<file path="src/rtl/rcpwm_pkg.sv">
package rcpwm_pkg;

    typedef enum logic [1:0] {
        EV_NONE  = 2'd0,
        EV_WRAP  = 2'd1,
        EV_MATCH = 2'd2
    } pwm_event_e;

    typedef struct packed {
        logic run;
        logic pol;
    } ctrl_t;

    // Wrap has priority over match when both are due on one clock.
    function automatic pwm_event_e classify_event(
        input logic counting,
        input logic at_top,
        input logic at_match
    );
        if (!counting)
            return EV_NONE;
        else if (at_top)
            return EV_WRAP;
        else if (at_match)
            return EV_MATCH;
        else
            return EV_NONE;
    endfunction

endpackage

</file>
<file path="src/rtl/rcpwm_regs.sv">
module rcpwm_regs
    import rcpwm_pkg::*;
#(
    parameter int CNT_W = 32
) (
    input  logic             clk,
    input  logic             rst,
    input  logic [CNT_W-1:0] wr_data,
    input  logic             load_we,
    input  logic             match_we,
    input  logic             ctrl_we,
    input  logic             ctrl_run,
    input  logic             ctrl_pol,
    output logic [CNT_W-1:0] load_q,
    output logic [CNT_W-1:0] match_q,
    output ctrl_t            ctrl_q
);

    always_ff @(posedge clk) begin
        if (rst) begin
            load_q  <= '0;
            match_q <= '0;
            ctrl_q  <= '{run: 1'b0, pol: 1'b0};
        end else begin
            if (load_we)
                load_q <= wr_data;
            if (match_we)
                match_q <= wr_data;
            if (ctrl_we) begin
                ctrl_q.run <= ctrl_run;
                if (!ctrl_q.run)
                    ctrl_q.pol <= ctrl_pol;
            end
        end
    end

    a_r10_pol_frozen_running: assert property (@(posedge clk) disable iff (rst)
        ctrl_q.run |=> $stable(ctrl_q.pol));

    a_r12_run_follows_write: assert property (@(posedge clk) disable iff (rst)
        ctrl_we |=> ctrl_q.run == $past(ctrl_run));

endmodule

</file>
<file path="src/rtl/rcpwm_counter.sv">
module rcpwm_counter
    import rcpwm_pkg::*;
#(
    parameter int CNT_W = 32
) (
    input  logic             clk,
    input  logic             rst,
    input  logic             run,
    input  logic             count_we,
    input  logic [CNT_W-1:0] wr_data,
    input  logic [CNT_W-1:0] load_q,
    input  logic [CNT_W-1:0] match_q,
    output logic [CNT_W-1:0] cnt_q,
    output pwm_event_e       ev
);

    localparam logic [CNT_W-1:0] CNT_TOP = '1;

    logic counting;
    logic at_top;
    logic at_match;

    assign counting = run && !count_we;
    assign at_top   = (cnt_q == CNT_TOP);
    assign at_match = (cnt_q == match_q);

    always_comb begin
        ev = classify_event(counting, at_top, at_match);
    end

    always_ff @(posedge clk) begin
        if (rst)
            cnt_q <= '0;
        else if (count_we)
            cnt_q <= wr_data;
        else if (run)
            cnt_q <= at_top ? load_q : cnt_q + 1'b1;
    end

    a_r2_step: assert property (@(posedge clk) disable iff (rst)
        (run && !count_we && cnt_q != CNT_TOP) |=> cnt_q == $past(cnt_q) + 1'b1);

    a_r2_hold_stopped: assert property (@(posedge clk) disable iff (rst)
        (!run && !count_we) |=> $stable(cnt_q));

    a_r3_reload: assert property (@(posedge clk) disable iff (rst)
        (run && !count_we && cnt_q == CNT_TOP) |=> cnt_q == $past(load_q));

    a_r5_wrap_wins: assert property (@(posedge clk) disable iff (rst)
        (run && !count_we && cnt_q == CNT_TOP && match_q == CNT_TOP) |-> ev == EV_WRAP);

    a_r7_count_write: assert property (@(posedge clk) disable iff (rst)
        count_we |=> cnt_q == $past(wr_data));

endmodule

</file>
<file path="src/rtl/rcpwm_wave.sv">
module rcpwm_wave
    import rcpwm_pkg::*;
(
    input  logic       clk,
    input  logic       rst,
    input  pwm_event_e ev,
    input  logic       pol,
    output logic       level_q,
    output logic       pwm_out
);

    always_ff @(posedge clk) begin
        if (rst)
            level_q <= 1'b0;
        else begin
            case (ev)
                EV_WRAP:  level_q <= 1'b1;
                EV_MATCH: level_q <= 1'b0;
                default:  level_q <= level_q;
            endcase
        end
    end

    assign pwm_out = level_q ^ pol;

    a_r3_goes_active: assert property (@(posedge clk) disable iff (rst)
        (ev == EV_WRAP) |=> level_q);

    a_r4_goes_inactive: assert property (@(posedge clk) disable iff (rst)
        (ev == EV_MATCH) |=> !level_q);

    a_r8_level_holds: assert property (@(posedge clk) disable iff (rst)
        (ev == EV_NONE) |=> $stable(level_q));

endmodule

</file>
<file path="src/rtl/rcpwm_timer.sv">
module rcpwm_timer
    import rcpwm_pkg::*;
#(
    parameter int CNT_W = 32
) (
    input  logic             clk,
    input  logic             rst,
    input  logic [CNT_W-1:0] wr_data,
    input  logic             load_we,
    input  logic             match_we,
    input  logic             count_we,
    input  logic             ctrl_we,
    input  logic             ctrl_run,
    input  logic             ctrl_pol,
    output logic             pwm_out,
    output logic [CNT_W-1:0] count_val,
    output logic             stat_running,
    output logic             stat_pol
);

    logic [CNT_W-1:0] load_q;
    logic [CNT_W-1:0] match_q;
    ctrl_t            ctrl_q;
    pwm_event_e       ev;
    logic             level_q;

    rcpwm_regs #(.CNT_W(CNT_W)) u_regs (
        .clk      (clk),
        .rst      (rst),
        .wr_data  (wr_data),
        .load_we  (load_we),
        .match_we (match_we),
        .ctrl_we  (ctrl_we),
        .ctrl_run (ctrl_run),
        .ctrl_pol (ctrl_pol),
        .load_q   (load_q),
        .match_q  (match_q),
        .ctrl_q   (ctrl_q)
    );

    rcpwm_counter #(.CNT_W(CNT_W)) u_counter (
        .clk      (clk),
        .rst      (rst),
        .run      (ctrl_q.run),
        .count_we (count_we),
        .wr_data  (wr_data),
        .load_q   (load_q),
        .match_q  (match_q),
        .cnt_q    (count_val),
        .ev       (ev)
    );

    rcpwm_wave u_wave (
        .clk     (clk),
        .rst     (rst),
        .ev      (ev),
        .pol     (ctrl_q.pol),
        .level_q (level_q),
        .pwm_out (pwm_out)
    );

    assign stat_running = ctrl_q.run;
    assign stat_pol     = ctrl_q.pol;

    // the output can only move while the timer runs or the polarity changes
    a_r8_out_frozen_stopped: assert property (@(posedge clk) disable iff (rst)
        (!stat_running && !ctrl_we) |=> $stable(pwm_out));

endmodule

</file>
<file path="config.mk">
export PLATFORM = sky130hd
export DESIGN_NAME = rcpwm_timer
export DESIGN_NICKNAME = d
export VERILOG_FILES = /design/src/rtl/rcpwm_pkg.sv /design/src/rtl/rcpwm_regs.sv /design/src/rtl/rcpwm_counter.sv /design/src/rtl/rcpwm_wave.sv /design/src/rtl/rcpwm_timer.sv
export SDC_FILE = /design/constraint.sdc
export NUM_CORES = 1
export LEC_CHECK = 0
export BUFFER_PORTS_ARGS = -buffer_cell sky130_fd_sc_hd__buf_2
export CORE_UTILIZATION = 50
export CTS_CLUSTER_SIZE = 14
export DETAILED_ROUTE_END_ITERATION = 10
export PLACE_DENSITY_LB_ADDON = 0.1
export SLEW_MARGIN = 20
export SYNTH_ARGS = -nofsm -noshare
export SYNTH_HDL_FRONTEND = slang
export SYNTH_SLANG_ARGS = --single-unit
</file>
<file path="constraint.sdc">
create_clock -name clk -period 3.78 [get_ports clk]
set_input_delay 0.189 -clock clk [delete_from_list [all_inputs] [get_ports clk]]
set_output_delay 0.189 -clock clk [all_outputs]
set_load 0.01 [all_outputs]
</file>
After elaboration in Yosys (flattened, before gate mapping)
Index checks and enable logic that the tools add are counted.
{"block": "word_totals", "regBits": 99, "latchBits": 0, "ram_bits": 0, "rom_bits": 0, "input_bits": 40, "out_inout_bits": 35, "wordCells": 25, "n_memories": 0}
{"block": "op_classes", "addsub": 1, "multipliers": 0, "div": 0, "n_lt_le_gt_ge": 0, "n_eq_ne": 4, "n_shift": 0, "mux": 7, "bitwise": 2, "reduce_logical": 5}
{"cell": "two-way mux 32 bit", "count": 3}
{"cell": "adder 32 x 1 -> 32 bit, second input constant", "count": 1}
{"cell": "== test 32 bit", "count": 1}
{"cell": "== test 32 bit, second input constant", "count": 1}
{"cell": "two-way mux 2 bit", "count": 3}
{"cell": "nonzero test 2 bit", "count": 2}
{"cell": "== test 2 x 1 -> 1 bit, second input constant", "count": 1}
{"cell": "== test 2 bit, second input constant", "count": 1}
{"cell": "case mux 1 bit (2 select lines)", "count": 1}
{"cell": "AND reduction 2 bit", "count": 1}
{"cell": "logical AND 1 bit", "count": 1}
{"cell": "zero test 1 bit", "count": 1}
{"cell": "NOT 1 bit", "count": 1}
{"cell": "bitwise XOR 1 bit", "count": 1}

Longest topological paths before layout
Gate-level depths: netlist of run 1.
{"block": "depth", "depth_word": 6, "ltp_mapped": 9, "ltp_nobuf": 9}

Hierarchy
A second synthesis of run 1 with hierarchy kept.
{"block": "hier_totals", "cells_unflattened": 586, "hier_area_um2": 5230.0}
{"mod": "rcpwm_counter", "instances": 1, "cells_each": 364, "area_each_um2": 2745.1, "seq_area_each_um2": 640.6}
{"mod": "rcpwm_regs", "instances": 1, "cells_each": 215, "area_each_um2": 2421.1, "seq_area_each_um2": 1321.3}
{"mod": "rcpwm_wave", "instances": 1, "cells_each": 7, "area_each_um2": 63.8, "seq_area_each_um2": 20.0}

Worst setup path before layout of run 1
No wires, ideal clock.
{"block": "synth_timing", "path_type": "reg2reg", "start": "register u_counter.cnt_q[0]", "end": "register u_wave.level_q", "setup_time_ps": 128, "t_arrival_ps": 1891, "required_ps": 3652, "setup_slack_ps": 1761, "path_stages_with_launch": 9, "n_path_buf": 0, "period_less_slack_ps": 2019, "path_cell_list": "dfxtp_1 ha_1 nand3_2 nor2_1 and3_2 nand2_1 ha_1 a21oi_1 nor2_1"}
{"block": "synth_between", "elab_chain_cells": 6, "word_cells_on_any_way": 9, "classes_between": "eq/ne: 4; mux: 4; reduce/logical: 1"}
{"item": "start, declared", "line": "rcpwm_counter.sv:13", "source": "output logic [CNT_W-1:0] cnt_q,"}
{"item": "start signal, assigned", "line": "rcpwm_counter.sv:35", "source": "cnt_q <= wr_data;"}
{"item": "start signal, assigned", "line": "rcpwm_counter.sv:37", "source": "cnt_q <= at_top ? load_q : cnt_q + 1'b1;"}
{"item": "== test 32 bit", "line": "rcpwm_counter.sv:25", "source": "assign at_match = (cnt_q == match_q);"}
{"item": "two-way mux 2 bit", "line": "rcpwm_pkg.sv:24", "source": "else if (at_match)"}
{"item": "two-way mux 2 bit *", "line": "rcpwm_pkg.sv:22", "source": "else if (at_top)"}
{"item": "two-way mux 2 bit *", "line": "rcpwm_pkg.sv:20", "source": "if (!counting)"}
{"item": "== test 2 bit / == test 2 x 1 -> 1 bit (equally long branches)", "line": "rcpwm_wave.sv:16", "source": "case (ev)"}
{"item": "case mux 1 bit (2 select lines) / nonzero test 2 bit (equally long branches)"}
{"item": "end signal, assigned", "line": "rcpwm_wave.sv:19", "source": "default: level_q <= level_q;"}
{"item": "end, declared", "line": "rcpwm_wave.sv:8", "source": "output logic level_q,"}
Every way passes the cells marked *; elsewhere a longest branch is shown, timed or not.
A chain may end at the register's enable or synchronous reset.

Final worst setup path of run 1
{"block": "layout_timing", "start": "register u_counter.cnt_q[5]", "end": "register u_counter.cnt_q[9]"}
{"block": "layout_between", "elab_chain_cells": 4, "word_cells_on_any_way": 5, "classes_between": "add/sub: 1; eq/ne: 1; mux: 3"}
{"item": "adder 32 x 1 -> 32 bit / == test 32 bit (equally long branches)", "line": "rcpwm_counter.sv:37, rcpwm_counter.sv:24"}
{"item": "two-way mux 32 bit *", "line": "rcpwm_counter.sv:37"}
{"item": "two-way mux 32 bit *", "line": "rcpwm_counter.sv:36", "source": "else if (run)"}
{"item": "two-way mux 32 bit *", "line": "rcpwm_counter.sv:34", "source": "else if (count_we)"}
Every way passes the cells marked *; elsewhere a longest branch is shown, timed or not. The select of a mux whose other input is x is not followed.

==> results of run 1 <==
[path summary, 6_finish.rpt]
kind	startpoint	endpoint	cells after the start
hold / removal	ctrl_run	u_regs.ctrl_q[1]	3
setup / recovery	u_counter.cnt_q[5]	u_counter.cnt_q[9]	6
hold reg to reg	u_regs.load_q[16]	u_counter.cnt_q[16]	2
setup reg to reg	u_counter.cnt_q[5]	u_counter.cnt_q[9]	6
[state kept, by name (all words and copies together), names as in the netlist]
signal,flops
u_regs.ctrl_q,2
u_counter.cnt_q,32
u_regs.load_q,32
u_wave.level_q,1
u_regs.match_q,32
[worst min-delay path, stage by stage]
cell	delay (ns)
buf_2	0.08
mux2i_1	0.06
nor2_1	0.08
[power breakdown]
part / switching, µW / internal [µW] / leakage [µW] / total [µW]
sequential: 70.6 / 1110 / 0.000817 / 1180
combinational: 184 / 137 / 0.00165 / 321
clock: 383 / 370 / 0.000101 / 753
total: 638 / 1610 / 0.00257 / 2250
[cells in the mapped netlist, types with 2 or more instances]
library cell	count	share of area, %
a211oi_1	2	0.29
a21boi_0	2	0.29
a21oi_1	39	3.8
a31oi_1	12	1.5
and3_1	4	0.49
and4_1	3	0.51
buf_1	7	0.51
buf_2	5	0.49
buf_6	4	0.88
clkbuf_1	25	1.8
dfxtp_1	99	39
ha_1	2	0.49
inv_1	7	0.51
mux2i_1	66	13
nand2_1	18	1.3
nand3_1	12	1.2
nand3_2	4	0.78
nand4_1	8	0.97
nand4_2	2	0.49
nor2_1	102	7.4
nor3_1	18	1.8
nor3_2	3	0.58
nor3b_1	20	2.9
nor4_1	12	1.5
nor4_4	3	1.2
o21ai_0	7	0.68
o21ai_1	6	0.58
o22ai_1	14	1.7
o32ai_1	6	1.0
or3_1	2	0.24
xnor2_1	6	1.0
xor2_1	47	8.0
[per-layer routing]
layer / share of wire [%] / vias to the layer above / GRT usage, %
met2: 46 / 144 / 44.4
met4: 2.2 / 0 / 8.99
li1: - / 2179 / -
met3: 5.8 / 29 / 7.46
met5: 0 / - / 0
met1: 45 / 2122 / 35.5
[layout make-up]
class / count / share of cell area (%)
clock inverter: 7 / 1.61
timing repair buffer: 81 / 7.35
sequential: 99 / 34.5
tap: 133 / 2.89
clock buffer: 9 / 2.15
inverter: 8 / 0.522
multi-input combinational: 439 / 51.0
[per-stage QoR]
step                      hold WS, ns  std cells  total power (µW)  cell area, µm²
after floorplan                 0.325        588              1400            5140
after global placement          0.434        760              1510            5540
after detailed placement        0.454        760              1520            5540
after CTS                      0.0442        776              2270            5750
after global routing           0.0545        776              2350            5750
final                          0.0535        776              2250            5750
[cell families (layout without fill, tap and decap cells)]
family | after synthesis | count (layout)
flops | 99 | 99
fa+ha+maj | 2 | 2
xor+xnor | 53 | 53
compound gates | 96 | 96
mux | 66 | 66
buf+inv | 50 | 105
simple gates | 222 | 222
==> impl_results.md, run 1 <==
- Status: completed
- Clock sinks: 99
- Rows: 36
- Worst reg-to-reg setup slack: 1.14 ns
- GRT Total Usage: 27.5%
- Max Clock Skew: 0.00834 ns
- First-pass GRT wire length: 22,000 µm
- Wire per inst: 17.9 µm
- Post-Syn Nets: 630
- Power Density: 391 nW/µm²
- Initial Util: 52.1%
- Final HPWL DP: 9540 µm
- CTS Buffer Depth: 2
- Hold WC Path Type: in2reg
- Post_cts resized: 0
- Die W: 103 µm
- Period minus WS final: 2.64 ns
- Routed Antenna Nets: 0
- Final Util: 58.3%
- Crit share post-route: 69.8%
- Post-Synth Simple-Gate Area: 23.5%
- Seq/Total Area, Yosys: 38.5%
- TNS Setup: 0 ns
- VDD IR max: 0.399 mV
- Largest family of logic cells by synthesized area: simple AND/OR/NAND/NOR gates
- Post-Syn Area: 5140 µm²
- Synth Area in XOR/XNOR: 9.02%
- Area of the multi-input gates: 2930 µm²
- Yosys reg bits: 99
- Die Y: 103 µm
- Drt drc: 0
- Max-cap viol count: 0
- WS Path Type: reg2reg
- FILL cells: 911
- H-tree depth: 3
- Pre-CTS setup slack: 1.19 ns
- EDFF count, synth: 0
- CP Cell Sequence: nand4_2, nor3_4, and3_1, buf_4, nor2_1, o32ai_1
- Crit-path leading delay family: simple AND/OR/NAND/NOR gates
- Avg Cell Area, Syn: 8.75 µm²
- I/O Pins: 75
- Initial DRC Count: 181
- Clock root cell: clkbuf_8
- Clock-pin slew on the worst setup and hold paths: 0.10 ns
- Largest stage delay, worst path: 0.57 ns
- Commonest cells after routing, fill and taps aside: nor2_1, dfxtp_1, buf_2
- Worst Path Arrival: 2.94 ns
- Leakage power: 0.00257 µW
- Post-Synth Adder-Cell Area: 0.486%
- Core area: 9860 µm²
- Setup Buffers After CTS: 0
- Cell variety after synth: 53
- Mapped Cells: 588
- Relative slew slack: 26.4%
- Setup-failing EPs final: 0
- Ys Warns: 0
- Post-layout nets: 680
- Startpoint Class: register
- Multiplexer area fraction after synthesis: 12.8%
- Fmax: 0.379 GHz
- Number of buffers created by CTS: 9
- Gr ovfl total: 0
- Least-Margin Pin Slew: 1.10 ns
- Worst path bufs/invs: 1
- Full die area: 10,700 µm²
- Critical Path RT: 4.08 ns
- Via count: 4,474
- Hold_buf cts: 0
- Synth Area in Compound Gates: 11.1%
- Slew Limit Fails: 0
- Commonest non-fill, non-tap cell in the layout: nor2_1
- Via density per instance: 5.77
- Slowest-stage cell, CP: and3_1
- Initial antenna violation count: 0
- Share of cells above drive strength 1: 18.0%
- Async S/R FF share, synth: 0%
- Prevailing post-synth register cell: dfxtp_1
- CTS tree: done
- Crit Path Max Fanout: 14
- Final wirelength: 13,900 µm
- Critical Path Sink Type: register
- Clk_lat worst skew: 0.39 ns
- Storage cell area: 1980 µm²
- RSZ-0062 raised after global routing: no
- IO buf count: 74
- First drt pass iteration count: 5
- Routability cong.: 0.876
- Largest net degree at the start of global routing: 67
- Area Overhead vs Synth: 11.8%
- Final hold vios: 0
- Vias in the first global route: 4,211
- Final setup margin: 1.14 ns
- Final antenna diode count: 0
No activity file was read; power rests on OpenSTA's default activity.
==> inputs of run 2 (changes only) <==
==> constraint.sdc (replaced) <==
create_clock -name clk -period 2.35 [get_ports clk]
set_input_delay 0.1175 -clock clk [delete_from_list [all_inputs] [get_ports clk]]
set_output_delay 0.1175 -clock clk [all_outputs]
set_load 0.01 [all_outputs]
==> run 2 against run 1 <==
Against the previous run: flip-flop and latch count is the same; clock power grew 47%; global-route usage grew 0.74 points; cell area grew 4.2%; total power grew 58%; sequential share of layout area shrank 1.4 points; maximum frequency grew 20%; critical path depth grew 1; die area is the same; highest routed layer unchanged; count of clock-buffer cells in the layout grew 3; via count grew 2.4%.
==> impl_results.md, run 2 (synthesis gave the netlist of run 1 again) <==
- Core area: 9860 µm²
- Leakage power: 0.00269 µW
- Slew Limit Fails: 0
- I/O Pins: 75
- Hold WC Path Type: in2reg
- Clock sinks: 99
- Gr ovfl total: 0
- Post-layout nets: 709
- Max-cap viol count: 0
- Int Power: 2550 µW
- Sw Pwr: 1000 µW
- Share of cells above drive strength 1: 19.0%
- Clock root cell: clkbuf_8
- Final setup margin: 0.146 ns
- First drt pass iteration count: 5
- Area of the multi-input gates: 2940 µm²
- Final hold vios: 0
- Commonest cells after routing, fill and taps aside: nor2_1, dfxtp_1, buf_2
- Initial DRC Count: 162
- Routability cong.: 0.861
- First-pass GRT wire length: 22,500 µm
- Routed Antenna Nets: 0
- Setup-failing EPs final: 0
- FILL cells: 900
- Initial antenna violation count: 0
- Startpoint Class: register
- Switch share: 28.2%
- Max Clock Skew: 0.00825 ns
- Worst Path Arrival: 2.49 ns
- Critical Path RT: 2.64 ns
- Pre-CTS setup slack: 0.141 ns
- TNS Setup: 0 ns
- Rows: 36
- Drt drc: 0
- Hold Startpoint: wr_data[2]
- Crit Path Max Fanout: 16
- DP Area: 5640 µm²
- IO buf count: 74
- Full die area: 10,700 µm²
- Final wirelength: 14,200 µm
- Final antenna diode count: 0
- Least-Margin Pin Slew: 0.632 ns
- Storage cell area: 1980 µm²
- Relative slew slack: 57.9%
- Terminus of the critical flop-to-flop path: u_counter.cnt_q[3]
- GRT Total Usage: 28.2%
- Post-route cell area: 5990 µm²
- Crit share post-route: 93.8%
- WHS: 0.00560 ns
- Critical Path Sink Type: register
- Period minus WS final: 2.20 ns
- Regs by FF count: u_counter.cnt_q (32), u_regs.load_q (32), u_regs.match_q (32)
- Status: completed
- Reg2Reg Depth: 7
- VDD IR max: 0.481 mV
- Min-Delay Endpoint: u_regs.match_q[2]
- Vias in the first global route: 4,266
- Via density per instance: 5.69
- H-tree depth: 3
- Wire per inst: 17.6 µm
- Fmax: 0.454 GHz
- CTS Buffer Depth: 2
- WS Path Type: reg2reg
- Die Y: 103 µm
- Number of buffers created by CTS: 9
- Worst R2R Start: u_counter.cnt_q[0]
- Clk_lat worst skew: 0.38 ns
- Commonest non-fill, non-tap cell in the layout: nor2_1
- Power Density: 593 nW/µm²
- Initial Util: 52.1%
- Worst reg-to-reg setup slack: 0.15 ns
- Final HPWL DP: 9890 µm
- Clk pwr share: 31.2%
- Clock-pin slew on the worst setup and hold paths: 0.09 ns
- Hold Path Depth: 3
- RSZ-0062 raised after global routing: no
- Sequential share of power: 53.1%
- Area Overhead vs Synth: 16.5%
- Die W: 103 µm
- Via count: 4,583
- Comb power frac: 15.7%
- Largest net degree at the start of global routing: 48
- CTS tree: done
[run 2: layout make-up]
class / instances / area share, %
sequential: 99 / 33.1
clock inverter: 4 / 0.835
inverter: 8 / 0.501
multi-input combinational: 439 / 49.1
tap: 133 / 2.78
timing repair buffer: 110 / 11.3
clock buffer: 12 / 2.42
[run 2: worst max-delay path by stage]
stage / start / cells past startpoint / slack [ns] / end
after floorplan: u_counter.cnt_q[0] / 8 / 0.33 / u_wave.level_q
final: u_counter.cnt_q[0] / 7 / 0.15 / u_counter.cnt_q[3]
after global routing: u_counter.cnt_q[0] / 7 / 0.01 / u_counter.cnt_q[9]
after CTS: u_counter.cnt_q[0] / 6 / 0.12 / u_counter.cnt_q[0]
after detailed placement: u_counter.cnt_q[0] / 6 / 0.14 / u_counter.cnt_q[0]
after global placement: u_counter.cnt_q[0] / 6 / 0.20 / u_counter.cnt_q[0]
[run 2: timing repair]
action,in CTS,in global routing
resized for setup,0,1
buffers inserted,0,0
endpoints found under the hold margin,19,0
setup endpoints to repair,0,1
hold buffers,15,0
[run 2: critical path: stages (launching register included)]
cell	delay [ns]
dfxtp_1	0.46
ha_1	0.25
nand3_2	0.23
nor3_4	0.34
and3_1	0.22
buf_4	0.24
nor2_1	0.08
o32ai_1	0.28
[run 2: power by group through the flow]
stage               Combinational (µW)  Clock (µW)  Sequential, µW
floorplan                          335           0            1910
global placement                   529           0            1920
detailed placement                 536           0            1920
CTS                                558        1130            1890
global route                       613        1210            1900
finish                             557        1110            1890
[run 2: stage by stage]
step | total power, µW | util [%] | cells
after CTS | 3580 | 60.7 | 805
after detailed placement | 2460 | 57.2 | 774
after global routing | 3720 | 60.8 | 805
after global placement | 2450 | 57.2 | 774
after floorplan | 2250 | - | 588
final | 3550 | 60.8 | 805
[run 2: layer usage]
metal | vias up | wire length [µm] | global-route usage (%) | part of all wire [%]
met1 | 2202 | 6490 | 36.8 | 46
met2 | 128 | 6740 | 45.9 | 48
met5 | - | 0 | 0 | 0
met3 | 13 | 756 | 6.99 | 5.3
met4 | 0 | 185 | 8.78 | 1.3
li1 | 2240 | - | - | -
==> inputs of run 3 (changes only) <==
--- a/config.mk
+++ b/config.mk
@@ -9,6 +9,7 @@
 export CORE_UTILIZATION = 50
 export CTS_CLUSTER_SIZE = 14
 export DETAILED_ROUTE_END_ITERATION = 10
+export MAX_ROUTING_LAYER = met4
 export PLACE_DENSITY_LB_ADDON = 0.1
 export SLEW_MARGIN = 20
 export SYNTH_ARGS = -nofsm -noshare
==> run 3 against run 2 <==
Against the previous run: routed wire length is 0.66% higher; die area did not move; clock skew up 0.0032 ns; combinational power shrank 3%; via count is 0.89% lower; cell count down 2.0%; first-iteration DRC count unchanged; flip-flop and latch count is the same; sequential share of layout area is 0.84 points higher; count of clock-buffer cells in the layout up 1; largest power group unchanged; highest routed layer unchanged.
==> impl_results.md, run 3 (synthesis gave the netlist of run 1 again) <==
- Largest net degree at the start of global routing: 61
- Vias in the first global route: 4,259
- Final wirelength: 14,300 µm
- Area of the multi-input gates: 2950 µm²
- Startpoint Class: register
- Setup-failing EPs final: 0
- VDD IR max: 0.342 mV
- Die W: 103 µm
- Drt drc: 0
- Clk_lat worst skew: 0.37 ns
- Full die area: 10,700 µm²
- Commonest non-fill, non-tap cell in the layout: nor2_1
- First-pass GRT wire length: 22,300 µm
- Min-Delay Endpoint: u_regs.match_q[21]
- I/O Pins: 75
- Area Overhead vs Synth: 13.6%
- Share of cells above drive strength 1: 19.2%
- Hold Path Depth: 3
- Pre-CTS setup slack: 0.101 ns
- Rows: 36
- Least-Margin Pin Slew: 0.703 ns
- Crit Path Max Fanout: 17
- H-tree depth: 3
- Post-layout nets: 693
- Clock sinks: 99
- Relative slew slack: 53.2%
- Via density per instance: 5.76
- Final setup margin: 0.202 ns
- Status: completed
- Via count: 4,542
- Regs by FF count: u_counter.cnt_q (32), u_regs.load_q (32), u_regs.match_q (32)
- Slew Limit Fails: 0
- Setup Buffers After CTS: 0
- Critical Path Sink Type: register
- FILL cells: 915
- RSZ-0062 raised after global routing: no
- Initial antenna violation count: 1
- Commonest cells after routing, fill and taps aside: nor2_1, dfxtp_1, buf_2
- CP Launch Point: u_counter.cnt_q[0]
- Clock-pin slew on the worst setup and hold paths: 0.10 ns
- Period minus WS final: 2.15 ns
- Initial DRC Count: 162
- Worst reg-to-reg setup slack: 0.20 ns
- CP Cell Sequence: ha_1, nand3_2, nor3_4, and3_1, buf_4, nor2_1, o32ai_1
- Slowest-stage cell, CP: dfxtp_1
- Leakage power: 0.00263 µW
- Crit share post-route: 91.4%
- TNS Setup: 0 ns
- Fmax: 0.466 GHz
- Final hold vios: 0
- First drt pass iteration count: 5
- Routed Antenna Nets: 0
- Largest stage delay, worst path: 0.46 ns
- Worst R2R Start: u_counter.cnt_q[0]
- Power Density: 608 nW/µm²
- Max-cap viol count: 0
- Critical Path RT: 2.62 ns
- Max Clock Skew: 0.0115 ns
- Initial Util: 52.1%
- CTS tree: done
- Worst Path Arrival: 2.42 ns
- Die Y: 103 µm
- Gr ovfl total: 0
- Final HPWL DP: 9880 µm
- Core area: 9860 µm²
- Hold Startpoint: wr_data[21]
- Worst path bufs/invs: 1
- Terminus of the critical flop-to-flop path: u_counter.cnt_q[3]
- Number of buffers created by CTS: 9
- Clock root cell: clkbuf_8
- Crit-path leading delay family: simple AND/OR/NAND/NOR gates
- Routability cong.: 0.860
- GRT Total Usage: 28.8%
- Storage cell area: 1980 µm²
- Wire per inst: 18.1 µm
- CTS Buffer Depth: 2
- Reg2Reg Depth: 7
- WS Path Type: reg2reg
- Hold WC Path Type: in2reg
- IO buf count: 74
==> run 3: metrics by stage <==
| stage | instances | hold slack (ns) | total power (µW) | util [%] | instance area, µm² |
|---|---|---|---|---|---|
| floorplan | 588 | 0.253 | 2250 | - | 5140 |
| finish | 789 | 0.00341 | 3550 | 59.3 | 5850 |
| CTS | 788 | 0.00135 | 3560 | 59.1 | 5830 |
| global placement | 772 | 0.365 | 2440 | 57.0 | 5630 |
| detailed placement | 772 | 0.379 | 2460 | 57.0 | 5630 |
| global route | 789 | 0.00726 | 3700 | 59.3 | 5850 |
==> run 3: cell type report <==
class,count,area share (%)
sequential,99,33.9
timing repair buffer,94,8.95
clock buffer,13,2.72
antenna,1,0.0428
tap,133,2.85
multi-input combinational,439,50.4
clock inverter,2,0.599
inverter,8,0.514
==> run 3: how the worst max path moves through the flow <==
stage / endpoint / depth (start not counted)
6_report: u_counter.cnt_q[3] / 7
5_1_grt: u_counter.cnt_q[5] / 7
4_1_cts: u_counter.cnt_q[0] / 6
3_5_place_dp: u_counter.cnt_q[0] / 6
3_3_place_gp: u_counter.cnt_q[0] / 6
2_1_floorplan: u_wave.level_q / 8
==> run 3: worst register-to-register path, cell delays in order, from the launching register on <==
cell,delay (ns)
dfxtp_1,0.46
ha_1,0.24
nand3_2,0.23
nor3_4,0.29
and3_1,0.22
buf_4,0.25
nor2_1,0.09
o32ai_1,0.27
==> run 3: power by group <==
part           switching (µW)  internal (µW)
clock                     580            545
combinational             306            235
sequential                108           1780
==> run 3: what timing repair did <==
item                                   4_1_cts  5_1_grt
endpoints found under the hold margin        1        0
hold buffers                                 1        0
gates resized for setup                      0        2
setup endpoints to repair                    0        4
==> run 3: per-layer routing <==
layer | GRT usage (%) | part of all wire, %
met5 | - | 0
met4 | 12.8 | 2.6
met3 | 3.70 | 5.9
met2 | 46.1 | 46
met1 | 36.4 | 45
